==> config.mk <==
export PLATFORM = sky130hd
export DESIGN_NAME = setpoint_sequencer
export DESIGN_NICKNAME = d
export VERILOG_FILES = /design/src/rtl/spseq_pkg.sv /design/src/rtl/spseq_vid_decode.sv /design/src/rtl/spseq_ctrl.sv /design/src/rtl/spseq_datapath.sv /design/src/rtl/setpoint_sequencer.sv
export SDC_FILE = /design/constraint.sdc
export NUM_CORES = 1
export LEC_CHECK = 0
export ABC_AREA = 1
export BUFFER_PORTS_ARGS = -buffer_cell sky130_fd_sc_hd__buf_2
export CAP_MARGIN = 40
export CORE_UTILIZATION = 35
export DETAILED_ROUTE_END_ITERATION = 8
export PLACE_DENSITY_LB_ADDON = 0.05
export SKIP_CTS_REPAIR_TIMING = 1
export SLEW_MARGIN = 20
export SYNTH_ARGS = -nofsm -noshare
export SYNTH_HDL_FRONTEND = slang
export SYNTH_SLANG_ARGS = --single-unit
==> constraint.sdc <==
create_clock -name clk -period 3.92 [get_ports clk]
set_input_delay 0.196 -clock clk [delete_from_list [all_inputs] [get_ports clk]]
set_output_delay 0.196 -clock clk [all_outputs]
set_load 0.02 [all_outputs]
==> src/rtl/spseq_pkg.sv <==
package spseq_pkg;

  typedef enum logic [1:0] {
    ST_IDLE = 2'd0,
    ST_BOOT = 2'd1,
    ST_RUN  = 2'd2
  } seqState_t;

  typedef enum logic [2:0] {
    SEL_ZERO   = 3'd0,
    SEL_BOOT   = 3'd1,
    SEL_VID    = 3'd2,
    SEL_DEEP   = 3'd3,
    SEL_DEEPER = 3'd4
  } tgtSel_t;

  typedef struct packed {
    logic    clearRamp;
    logic    stepEn;
    tgtSel_t tgtSel;
  } ctrlStrobe_t;

endpackage

==> src/rtl/spseq_vid_decode.sv <==
module spseq_vid_decode #(
  parameter int VID_W   = 6,
  parameter int MV_W    = 11,
  parameter int TOP_MV  = 1708,
  parameter int STEP_MV = 16
) (
  input  logic [VID_W-1:0] vidCode,
  output logic [MV_W-1:0]  vidMv
);

  localparam int LOW_MV = TOP_MV - STEP_MV * ((1 << VID_W) - 1);
  localparam logic [MV_W-1:0] TOP_CODE  = MV_W'(TOP_MV);
  localparam logic [MV_W-1:0] STEP_CODE = MV_W'(STEP_MV);

  initial begin
    if (LOW_MV < 0) $error("code range reaches below zero millivolts");
    if (TOP_MV >= (1 << MV_W)) $error("top setpoint does not fit the millivolt width");
  end

  // Larger codes mean lower voltages
  assign vidMv = TOP_CODE - (STEP_CODE * MV_W'(vidCode));

endmodule

==> src/rtl/spseq_ctrl.sv <==
module spseq_ctrl
  import spseq_pkg::*;
(
  input  logic        clk,
  input  logic        rst_n,
  input  logic        enable,
  input  logic        deepSleepN,
  input  logic        deeperSleep,
  input  logic        extGood,
  input  logic        atTarget,
  output ctrlStrobe_t strobe
);

  seqState_t curState, nxtState;

  always_ff @(posedge clk or negedge rst_n) begin
    if (!rst_n) curState <= ST_IDLE;
    else        curState <= nxtState;
  end

  always_comb begin
    nxtState = curState;
    if (!enable) begin
      nxtState = ST_IDLE;
    end else begin
      case (curState)
        ST_IDLE: nxtState = ST_BOOT;
        // In boot the target is the boot setpoint, so atTarget means boot reached
        ST_BOOT: if (extGood && atTarget) nxtState = ST_RUN;
        ST_RUN:  nxtState = ST_RUN;
        default: nxtState = ST_IDLE;
      endcase
    end
  end

  always_comb begin
    strobe.clearRamp = !enable;
    strobe.stepEn    = enable && (curState != ST_IDLE);
    case (curState)
      ST_BOOT: strobe.tgtSel = SEL_BOOT;
      ST_RUN: begin
        if (deeperSleep)      strobe.tgtSel = SEL_DEEPER;
        else if (!deepSleepN) strobe.tgtSel = SEL_DEEP;
        else                  strobe.tgtSel = SEL_VID;
      end
      default: strobe.tgtSel = SEL_ZERO;
    endcase
  end

endmodule

==> src/rtl/spseq_datapath.sv <==
module spseq_datapath
  import spseq_pkg::*;
#(
  parameter int MV_W  = 11,
  parameter int DIV_W = 8
) (
  input  logic              clk,
  input  logic              rst_n,
  input  ctrlStrobe_t       strobe,
  input  logic [MV_W-1:0]   bootMv,
  input  logic [MV_W-1:0]   vidMv,
  input  logic [MV_W-1:0]   deepMv,
  input  logic [MV_W-1:0]   deeperMv,
  input  logic [DIV_W-1:0]  slewDiv,
  output logic [MV_W-1:0]   targetMv,
  output logic [MV_W-1:0]   rampMv,
  output logic              atTarget,
  output logic              slewing
);

  logic [DIV_W-1:0] divCnt;
  logic [DIV_W-1:0] divLimit;
  logic             rampBelow;

  always_comb begin
    case (strobe.tgtSel)
      SEL_BOOT:   targetMv = bootMv;
      SEL_VID:    targetMv = vidMv;
      SEL_DEEP:   targetMv = deepMv;
      SEL_DEEPER: targetMv = deeperMv;
      default:    targetMv = '0;
    endcase
  end

  assign atTarget  = (rampMv == targetMv);
  assign rampBelow = (rampMv < targetMv);
  assign slewing   = !atTarget;
  // A zero rate setting is taken as one cycle per step
  assign divLimit  = (slewDiv == '0) ? '0 : slewDiv - 1'b1;

  always_ff @(posedge clk or negedge rst_n) begin
    if (!rst_n) begin
      rampMv <= '0;
      divCnt <= '0;
    end else if (strobe.clearRamp) begin
      rampMv <= '0;
      divCnt <= '0;
    end else if (!strobe.stepEn || atTarget) begin
      divCnt <= '0;
    end else if (divCnt >= divLimit) begin
      divCnt <= '0;
      if (rampBelow) rampMv <= rampMv + 1'b1;
      else           rampMv <= rampMv - 1'b1;
    end else begin
      divCnt <= divCnt + 1'b1;
    end
  end

endmodule

==> src/rtl/setpoint_sequencer.sv <==
module setpoint_sequencer
  import spseq_pkg::*;
#(
  parameter int VID_W   = 6,
  parameter int MV_W    = 11,
  parameter int DIV_W   = 8,
  parameter int TOP_MV  = 1708,
  parameter int STEP_MV = 16
) (
  input  logic              clk,
  input  logic              rst_n,
  input  logic              enable,
  input  logic [VID_W-1:0]  vidCode,
  input  logic              deepSleepN,
  input  logic              deeperSleep,
  input  logic              extGood,
  input  logic [MV_W-1:0]   bootMv,
  input  logic [MV_W-1:0]   deepMv,
  input  logic [MV_W-1:0]   deeperMv,
  input  logic [DIV_W-1:0]  slewDiv,
  output logic [MV_W-1:0]   targetMv,
  output logic [MV_W-1:0]   rampMv,
  output logic              slewing
);

  ctrlStrobe_t     strobe;
  logic [MV_W-1:0] vidMv;
  logic            atTarget;

  spseq_vid_decode #(
    .VID_W(VID_W), .MV_W(MV_W), .TOP_MV(TOP_MV), .STEP_MV(STEP_MV)
  ) decode_i (
    .vidCode (vidCode),
    .vidMv   (vidMv)
  );

  spseq_ctrl ctrl_i (
    .clk         (clk),
    .rst_n       (rst_n),
    .enable      (enable),
    .deepSleepN  (deepSleepN),
    .deeperSleep (deeperSleep),
    .extGood     (extGood),
    .atTarget    (atTarget),
    .strobe      (strobe)
  );

  spseq_datapath #(
    .MV_W(MV_W), .DIV_W(DIV_W)
  ) dpath_i (
    .clk      (clk),
    .rst_n    (rst_n),
    .strobe   (strobe),
    .bootMv   (bootMv),
    .vidMv    (vidMv),
    .deepMv   (deepMv),
    .deeperMv (deeperMv),
    .slewDiv  (slewDiv),
    .targetMv (targetMv),
    .rampMv   (rampMv),
    .atTarget (atTarget),
    .slewing  (slewing)
  );

endmodule

==> results.sh, run 1 <==
export IMPL_gp_congestion=0.8368
export IMPL_yosys_area_top_type="dfrtp_1"
export IMPL_cp_slowest_cell="dfrtp_1"
export IMPL_path_clk_slew_ps=90
export IMPL_path_max_fanout=7
export IMPL_grt_pass1_vias=2475
export IMPL_synthFlopType="dfrtp_1"
export IMPL_final_cell_area_um2=3498
export IMPL_cp_end_kind="register"
export IMPL_relSlewSlack_pct=65.52
export IMPL_floorplan_die_area_um2=7912
export IMPL_pwr_share_comb_pct=83.1
export IMPL_setup_viol=0
export IMPL_tightest_slew_ps=517.2
export IMPL_hpwlAfterDp_um=5591
export IMPL_yosysMostFrequentCell="nand2_1"
export IMPL_finalWorstSetupSlack_ps=250.9
export IMPL_crit_path_max_incr_delay_ps=400
export IMPL_port_buffers=75
export IMPL_clock_skew_ps=4.323
export IMPL_ys_warn_count=0
export IMPL_synth_cell_types=39
export IMPL_p_int_uw=1397
export IMPL_synthDominantCellAreaShare_pct=19.86
export IMPL_layout_drive_gt1_share_pct=32.72
export IMPL_start_kind="register"
export IMPL_routed_wl_um=6977
export IMPL_cts_sinks=21
export IMPL_ant_nets=0
export IMPL_ys_seq_area_share_pct=19.86
export IMPL_drt_pass1_iter_count=4
export IMPL_insertion_delay_ps=270
export IMPL_hold_ws_ps=342.3
export IMPL_die_y_um=88.95
export IMPL_grt_total_usage_pct=17.73
export IMPL_synth_edf_count=0
export IMPL_synthArstFlopShare_pct=100.0
export IMPL_swShare_pct=53.52
export IMPL_antenna_found_initial=0
export IMPL_synthTopCellsByArea="dfrtp_1 20%, ha_1 17%, nand2_1 16%, inv_1 8.4%, nor2_1 5.0%"
export IMPL_status="finished, final reports clean"
export IMPL_vias=2734
export IMPL_critPathTopFamily="simple AND/OR/NAND/NOR gates"
export IMPL_clockPowerShare_pct=5.1
export IMPL_h_tree_depth=1
export IMPL_ios=76
export IMPL_synth_avg_cell_area_um2=6.632
export IMPL_placed_area_um2=3158
export IMPL_fin_crit_sh_pct=93.60
export IMPL_tritoncts="built"
export IMPL_vdd_drop_max_v=0.0003561
export IMPL_grt_max_degree=22
export IMPL_yosys_top_cells_count="116 x nand2_1, 59 x inv_1, 36 x ha_1"
export IMPL_cap_violations=0
export IMPL_rows=31
export IMPL_pre_cts_ws_ps=2.001
export IMPL_syn_num_nets=489
export IMPL_grt_overflow_total=0
export IMPL_p_switching_uw=1609
export IMPL_core_um2=7292
export IMPL_vias_per_cell=4.650
export IMPL_grt_pass1_wl_um=10990
export IMPL_synth_seq_cells=21
export IMPL_start_util_pct=36.29
export IMPL_p_leak_uw=0.001931
export IMPL_power_density_nw_per_um2=859.0
export IMPL_crit_type="reg2reg"
export IMPL_max_freq_mhz=272.5
export IMPL_arrival_ps=3830
export IMPL_hp_class="in2reg"
export IMPL_power_frac_seq_pct=11.9
export IMPL_crit_buf_inv=4
export IMPL_cts_buffers=3
export IMPL_syn_area_um2=2646
export IMPL_cts_root_buf="clkbuf_8"
export IMPL_syn_to_final_growth_pct=32.20
export IMPL_final_nets=580
export IMPL_drc_errors=0
export IMPL_syn_inst=399
export IMPL_min_period_ps=3669
export IMPL_required_ps=4080
export IMPL_finalHoldViolations=0
export IMPL_diodes=0
export IMPL_drtIter0Drc=49
export IMPL_slew_viol_final=0
export IMPL_drt_wirelength_per_cell_um=11.87
export IMPL_cts_buffer_depth=2
export IMPL_chipWidth_um=88.95
final cells by class:
| class | count | area (µm²) |
|---|---|---|
| Timing Repair Buffer | 88 | 486.7 |
| Fill cell | 816 | 3794 |
| Inverter | 65 | 254.0 |
| Tap cell | 99 | 123.9 |
| Sequential cell | 21 | 525.5 |
| Multi-Input combinational cell | 311 | 2059 |
| Clock inverter | 1 | 7.507 |
| Clock buffer | 3 | 41.29 |
logic make-up (layout without fill, tap and decap cells):
kind of cell,Yosys count,in the layout,share of synthesized area (%)
AOI/OAI and AO/OA,61,61,14.33
xor gates and xnor gates,7,7,2.317
adders and majority gates,37,37,17.78
buffers and inverters,67,157,10.07
DFF,21,21,19.86
and+or+nand+nor,206,206,35.65
flip-flops by register name, summed over array words and instances, names as in the netlist:
signal	cells
dpath_i.rampMv	11
dpath_i.divCnt	8
ctrl_i.curState	2
cells in the final DEF (no fill, tap or decap), drive strengths merged:
cell | netlist | routed
a31oi | 2 | 2
and2 | 1 | 1
xnor2 | 3 | 3
a21o | 5 | 5
dfrtp | 21 | 21
ha | 36 | 36
nor3 | 9 | 9
clkbuf | 0 | 3
inv | 65 | 64
nand2 | 125 | 125
fa | 1 | 1
nor2 | 40 | 40
or2 | 7 | 7
a22o | 1 | 1
clkinvlp | 0 | 1
xor2 | 4 | 4
o21ai | 25 | 25
o31ai | 3 | 3
nand3 | 17 | 17
o211a | 1 | 1
clkinv | 0 | 1
a22oi | 1 | 1
o21bai | 2 | 2
and3 | 1 | 1
a211oi | 1 | 1
o211ai | 1 | 1
nand3b | 1 | 1
nand4 | 5 | 5
a21oi | 19 | 19
dlygate4sd3 | 0 | 1
buf | 2 | 87
tightest hold or removal path: cells and delay by family:
kind / cells / cell delay (ps)
AO/OA/AOI/OAI: 2 / 160
buffers and inverters: 2 / 130
AND/OR/NAND/NOR: 1 / 70
per-layer routing:
layer / up-vias / GRT usage (%) / wire, µm
met5: - / 0 / 0
met4: 0 / 2.165 / 19
met3: 2 / 2.216 / 148
met2: 34 / 34.06 / 3638
met1: 1232 / 21.67 / 3171
li1: 1466 / - / -
path summary, 6_finish.rpt:
check                      cells past startpoint                 end  slack (ps)                from
max reg2reg                                   27   dpath_i.rampMv[9]         250  ctrl_i.curState[0]
max                                           27   dpath_i.rampMv[9]         250  ctrl_i.curState[0]
min in group asynchronous                      2  dpath_i.rampMv[10]         440               rst_n
min reg2reg                                    1   dpath_i.divCnt[0]         480   dpath_i.divCnt[0]
max in group asynchronous                      2  ctrl_i.curState[1]        3130               rst_n
min                                            5  ctrl_i.curState[1]         340             extGood
power by group through the flow:
stage                     Sequential [µW]  Clock [µW]  Combinational (µW)
after CTS                             344         157                1910
after floorplan                       373           0                1410
after global placement                348           0                1900
after detailed placement              348           0                1900
after global routing                  366         164                2820
final                                 357         152                2500
per-stage QoR:
stage	util, %	std cells	TNS, ps	total power, µW
after floorplan	-	399	0	1783
after global placement	43.31	575	0	2244
after detailed placement	43.31	575	0	2249
after CTS	43.98	579	-20.81	2409
after global routing	47.98	588	-36.37	3351
final	47.98	588	0	3005
Note: power is estimated with default switching activity, not from simulation.
==> inputs of run 2 (changes only) <==
==> constraint.sdc (replaced) <==
create_clock -name clk -period 3.44 [get_ports clk]
set_input_delay 0.172 -clock clk [delete_from_list [all_inputs] [get_ports clk]]
set_output_delay 0.172 -clock clk [all_outputs]
set_load 0.02 [all_outputs]
==> run 2 against run 1 <==
  * The flow now finishes with violations (negative setup slack)
  * Via count increased by 7.4%
  * Clock skew is 1.2 ps higher
  * Sequential cell count stayed put
  * Combinational power grew 47%
  * Utilization is 6.8 points higher
  * Global-route usage is 0.84 points higher
  * Clock-buffer cell count is the same
  * Wire length grew 12%
  * Critical endpoint is now dpath_i.rampMv[5]
  * Largest cell class unchanged
==> results.sh, run 2 (synthesis results as in run 1) <==
export IMPL_syn_to_final_growth_pct=51.02
export IMPL_grt_max_degree=22
export IMPL_slew_viol_final=0
export IMPL_ios=76
export IMPL_rsz0062_at_grt="true"
export IMPL_reg2reg_slack_ps=-230
export IMPL_cts_buffers=3
export IMPL_antenna_found_initial=0
export IMPL_fin_crit_sh_pct=106.7
export IMPL_largestRegisters="dpath_i.rampMv x11, dpath_i.divCnt x8, ctrl_i.curState x2"
export IMPL_h_tree_depth=1
export IMPL_clockPowerShare_pct=4.2
export IMPL_hold_end="dpath_i.rampMv[7]"
export IMPL_hpwlAfterDp_um=5872
export IMPL_grt_pass1_vias=2638
export IMPL_tritoncts="built"
export IMPL_rr_endpoint="dpath_i.rampMv[5]"
export IMPL_violations="negative setup slack"
export IMPL_min_period_ps=3670
export IMPL_r2r_start="ctrl_i.curState[0]"
export IMPL_cp_end_kind="register"
export IMPL_path_max_fanout=6
export IMPL_vdd_drop_max_v=0.0004358
export IMPL_drt_wirelength_per_cell_um=12.48
export IMPL_relSlewSlack_pct=63.64
export IMPL_die_y_um=88.95
export IMPL_layout_drive_gt1_share_pct=42.59
export IMPL_finalWorstSetupSlack_ps=-229.9
export IMPL_arrival_ps=3840
export IMPL_max_freq_mhz=272.5
export IMPL_cts_sinks=21
export IMPL_finalHoldViolations=0
export IMPL_chipWidth_um=88.95
export IMPL_drc_errors=0
export IMPL_clock_skew_ps=5.564
export IMPL_gp_congestion=0.8062
export IMPL_pwr_share_comb_pct=86.1
export IMPL_power_frac_seq_pct=9.7
export IMPL_final_util_pct=54.80
export IMPL_routed_wl_um=7801
export IMPL_vias_per_cell=4.696
export IMPL_crit_type="reg2reg"
export IMPL_power_density_nw_per_um2=1068
export IMPL_ant_nets=0
export IMPL_p_leak_uw=0.002183
export IMPL_tightest_slew_ps=545.4
export IMPL_start_util_pct=36.29
export IMPL_largest_register_ff_count=11
export IMPL_cap_violations=0
export IMPL_rows=31
export IMPL_floorplan_die_area_um2=7912
export IMPL_drt_pass1_iter_count=4
export IMPL_final_nets=617
export IMPL_required_ps=3610
export IMPL_setup_viol=9
export IMPL_insertion_delay_ps=270
export IMPL_port_buffers=75
export IMPL_ff2ff_path_depth=27
export IMPL_status="finished with violations"
export IMPL_final_cell_mix="103 x nand2_1, 75 x buf_2, 52 x inv_1, 42 x buf_4"
export IMPL_p_int_uw=2131
export IMPL_cts_buffer_depth=2
export IMPL_min_from="enable"
export IMPL_path_clk_slew_ps=90
export IMPL_final_setup_tns_ps=-1440
export IMPL_cts_root_buf="clkbuf_8"
export IMPL_hold_path_depth=3
export IMPL_swShare_pct=50.05
export IMPL_grt_overflow_total=0
export IMPL_core_um2=7292
export IMPL_diodes=0
export IMPL_drtIter0Drc=112
export IMPL_hp_class="in2reg"
export IMPL_top_register="dpath_i.rampMv"
export IMPL_pre_cts_ws_ps=-285.9
export IMPL_grt_total_usage_pct=18.57
export IMPL_vias=2935
export IMPL_final_common_cell="nand2_1"
export IMPL_grt_pass1_wl_um=11640
export IMPL_p_switching_uw=2135
export IMPL_start_kind="register"
-- run 2: cell count changes in the layout (fill, tap and decap cells not counted), sizes merged --
cell,previous run,this run
buf,87,122
clkinvlp,1,2
nand3,17,18
-- run 2: area by class of cell --
cell class,count,area [µm²]
Clock buffer,3,41.29
Clock inverter,1,7.507
Fill cell,763,3296
Inverter,65,256.5
Multi-Input combinational cell,312,2277
Sequential cell,21,525.5
Tap cell,99,123.9
Timing Repair Buffer,123,757.0
Timing Repair inverter,1,7.507
-- run 2: power by group through the flow --
stage,registers (µW),clock network [µW],logic (µW)
2_1_floorplan,430,0,1700
3_3_place_gp,401,0,2680
3_5_place_dp,402,0,2670
4_1_cts,397,183,2690
5_1_grt,422,191,4040
6_report,414,177,3680
-- run 2: per-layer routing --
| metal | GRT usage (%) | wire, µm | part of all wire, % | vias up |
|---|---|---|---|---|
| li1 | - | - | - | 1542 |
| met4 | 2.020 | 48 | 0.62 | 0 |
| met3 | 2.308 | 251 | 3.2 | 4 |
| met1 | 23.75 | 3429 | 44 | 1334 |
| met5 | 0 | 0 | 0 | - |
| met2 | 34.48 | 4072 | 52 | 55 |
-- run 2: critical path, stage by stage (launching register included) --
cell and delay, ps:
dfrtp_1 420, inv_2 110, ha_4 150, nand2_4 50, o21bai_4 150, nand2_4 80
buf_6 120, nand3_4 100, nor2_4 60, nor3_4 200, o31ai_4 120, inv_1 70
ha_1 220, nand2_2 110, a21oi_2 50, nor2_2 140, buf_4 140, nand3_4 150
ha_4 310, a21oi_4 160, o21ai_4 90, nand2_1 80, inv_2 40, nand2_1 50
nand2_1 50, or2_1 200, nand3_1 80, nand2_1 50
-- run 2: through the flow --
step / area (µm²) / total power [µW] / std cells / hold slack (ps)
global route: 3996 / 4656 / 625 / 307.2
detailed placement: 3415 / 3076 / 603 / 189.1
global placement: 3415 / 3080 / 603 / 181.6
CTS: 3463 / 3270 / 607 / -105.7
finish: 3996 / 4267 / 625 / 293.5
floorplan: 2698 / 2127 / 399 / -123.6
-- run 2: worst max-delay path by stage --
stage	to	start	cells after the start
after floorplan	dpath_i.rampMv[10]	ctrl_i.curState[0]	28
after global placement	dpath_i.rampMv[10]	ctrl_i.curState[0]	27
after detailed placement	dpath_i.rampMv[10]	ctrl_i.curState[0]	28
after CTS	dpath_i.rampMv[9]	ctrl_i.curState[0]	27
after global routing	dpath_i.rampMv[10]	ctrl_i.curState[0]	32
final	dpath_i.rampMv[5]	ctrl_i.curState[0]	27
==> inputs of run 3 (changes only) <==
--- a/config.mk
+++ b/config.mk
@@ -8,8 +8,9 @@
 export ABC_AREA = 1
 export BUFFER_PORTS_ARGS = -buffer_cell sky130_fd_sc_hd__buf_2
 export CAP_MARGIN = 40
-export CORE_UTILIZATION = 35
+export CORE_UTILIZATION = 38
 export DETAILED_ROUTE_END_ITERATION = 8
+export HOLD_SLACK_MARGIN = 0.03
 export PLACE_DENSITY_LB_ADDON = 0.05
 export SKIP_CTS_REPAIR_TIMING = 1
 export SLEW_MARGIN = 20
==> constraint.sdc (replaced) <==
create_clock -name clk -period 3.44 [get_ports clk]
set_input_delay 0.172 -clock clk [delete_from_list [all_inputs] [get_ports clk]]
set_output_delay 0.172 -clock clk [all_outputs]
set_load 0.01 [all_outputs]
==> run 3 against run 2 <==
  * The flow still finishes with violations (negative setup slack)
  * Sequential power increased by 1%
  * Via count increased by 2.8%
  * Clock power about the same
  * Hold slack improved by 17 ps
  * Sequential share of layout area decreased by 0.13 points
  * Utilization increased by 4.9 points
  * Non-clock buffer count decreased by 2
  * Wire length increased by 1.0%
  * Largest power group unchanged
==> results.sh, run 3 (synthesis results as in run 1) <==
export IMPL_status="finished with violations"
export IMPL_violations="negative setup slack"
export IMPL_clock_skew_ps=6.786
export IMPL_pwr_share_comb_pct=87.1
export IMPL_critPathTopFamily="simple AND/OR/NAND/NOR gates"
export IMPL_crit_type="reg2reg"
export IMPL_cts_buffers=3
export IMPL_path_clk_slew_ps=90
export IMPL_ant_nets=0
export IMPL_diodes=0
export IMPL_cap_violations=0
export IMPL_floorplan_die_area_um2=7302
export IMPL_finalHoldViolations=0
export IMPL_arrival_ps=3920
export IMPL_grt_pass1_vias=2625
export IMPL_finalWorstSetupSlack_ps=-267.2
export IMPL_tritoncts="built"
export IMPL_cts_buffer_depth=2
export IMPL_final_nets=616
export IMPL_final_cell_mix="97 x nand2_1, 75 x buf_2, 50 x inv_1, 40 x buf_4, 27 x nor2_1"
export IMPL_largestRegisters="dpath_i.rampMv x11, dpath_i.divCnt x8, ctrl_i.curState x2"
export IMPL_path_max_fanout=6
export IMPL_p_switching_uw=2300
export IMPL_routed_wl_um=7880
export IMPL_total_power_uw=4582
export IMPL_clockPowerShare_pct=3.8
export IMPL_crit_path_max_incr_delay_ps=480
export IMPL_min_period_ps=3707
export IMPL_start_util_pct=39.17
export IMPL_vias=3016
export IMPL_p_int_uw=2282
export IMPL_syn_to_final_growth_pct=52.48
export IMPL_vdd_drop_max_v=0.0004597
export IMPL_gp_congestion=0.7947
export IMPL_h_tree_depth=1
export IMPL_chipWidth_um=85.45
export IMPL_grt_total_usage_pct=19.08
export IMPL_rsz0062_at_grt="true"
export IMPL_reg2reg_slack_ps=-270
export IMPL_vias_per_cell=4.985
export IMPL_cts_root_buf="clkbuf_8"
export IMPL_drc_errors=0
export IMPL_largest_register_ff_count=11
export IMPL_drt_pass1_iter_count=4
export IMPL_setup_viol=9
export IMPL_dpl_cell_count=584
export IMPL_power_density_nw_per_um2=1136
export IMPL_max_freq_mhz=269.7
export IMPL_rows=30
export IMPL_layout_drive_gt1_share_pct=45.14
export IMPL_die_y_um=85.45
export IMPL_top_register="dpath_i.rampMv"
export IMPL_required_ps=3660
export IMPL_relSlewSlack_pct=64.23
export IMPL_layout_cells_non_filler=605
export IMPL_pre_cts_ws_ps=-379.8
export IMPL_final_util_pct=59.72
export IMPL_p_leak_uw=0.002211
export IMPL_drtIter0Drc=70
export IMPL_grt_pass1_wl_um=11410
export IMPL_final_common_cell="nand2_1"
export IMPL_drt_wirelength_per_cell_um=13.02
export IMPL_antenna_found_initial=0
export IMPL_insertion_delay_ps=270
export IMPL_cp_common_cell="nand2_4"
export IMPL_cp_slowest_cell="fa_2"
export IMPL_swShare_pct=50.20
export IMPL_crit_buf_inv=7
export IMPL_hp_class="in2reg"
export IMPL_grt_overflow_total=0
export IMPL_grt_max_degree=22
export IMPL_fill_cells=651
export IMPL_start_kind="register"
export IMPL_port_buffers=75
export IMPL_slew_viol_final=0
export IMPL_fin_crit_sh_pct=107.8
export IMPL_cp_end_kind="register"
export IMPL_ios=76
export IMPL_cts_sinks=21
export IMPL_core_um2=6756
export IMPL_power_frac_seq_pct=9.1
export IMPL_tightest_slew_ps=536.5
export IMPL_hpwlAfterDp_um=5662
[run 3: worst paths after layout]
path | startpoint | to | depth (start not counted)
hold reg to reg | dpath_i.divCnt[0] | dpath_i.divCnt[0] | 1
hold / removal | enable | dpath_i.rampMv[7] | 3
setup reg to reg | ctrl_i.curState[1] | dpath_i.rampMv[10] | 27
setup / recovery | ctrl_i.curState[1] | dpath_i.rampMv[10] | 27
max in group asynchronous | rst_n | dpath_i.rampMv[2] | 2
min in group asynchronous | rst_n | dpath_i.rampMv[10] | 2
[run 3: worst register-to-register path, stage by stage, from the launching register on]
cell	delay (ps)
dfrtp_1	420
buf_6	130
ha_4	160
nand2_4	60
o21bai_4	70
nand2_4	110
inv_4	60
nand2_4	100
clkinv_4	90
a21o_1	170
nor2_1	120
o21ai_2	80
inv_2	70
ha_4	200
nand2_4	80
nor2_4	40
and2_4	150
nand2_4	80
buf_6	110
nand3_4	180
fa_2	480
buf_6	140
and3_4	180
nor2_4	90
inv_1	60
nand2_1	60
nand4_1	90
nand2_1	80
[run 3: cell type report]
| type | instances | area [µm²] | share of cell area (%) |
|---|---|---|---|
| Clock buffer | 3 | 41.29 | 1.023 |
| Clock inverter | 1 | 7.507 | 0.1860 |
| Inverter | 65 | 256.5 | 6.357 |
| Multi-Input combinational cell | 312 | 2349 | 58.20 |
| Sequential cell | 21 | 525.5 | 13.02 |
| Tap cell | 80 | 100.1 | 2.481 |
| Timing Repair Buffer | 121 | 742.0 | 18.39 |
| Timing Repair inverter | 2 | 13.76 | 0.3411 |
[run 3: metal layers]
metal | vias to the layer above | wire length, µm | global-route usage (%)
met5 | - | 0 | 0
met4 | 0 | 104 | 2.727
met3 | 13 | 242 | 2.335
met2 | 54 | 4192 | 35.93
met1 | 1406 | 3340 | 23.59
li1 | 1543 | - | -
[run 3: power by group through the flow]
stage	logic (µW)	clock network (µW)	registers, µW
finish	3990	175	418
CTS	2640	182	398
global placement	2610	0	401
floorplan	1660	0	395
detailed placement	2620	0	403
global route	4370	188	425
[run 3: metrics by stage]
stage | hold WS (ps) | instance area [µm²] | TNS, ps
3_5_place_dp | 189.6 | 3379 | -2647
2_1_floorplan | -123.6 | 2686 | -54.02
6_report | 310.3 | 4035 | -1577
5_1_grt | 324.9 | 4035 | -3605
3_3_place_gp | 181.2 | 3379 | -1735
4_1_cts | -105.6 | 3428 | -2881
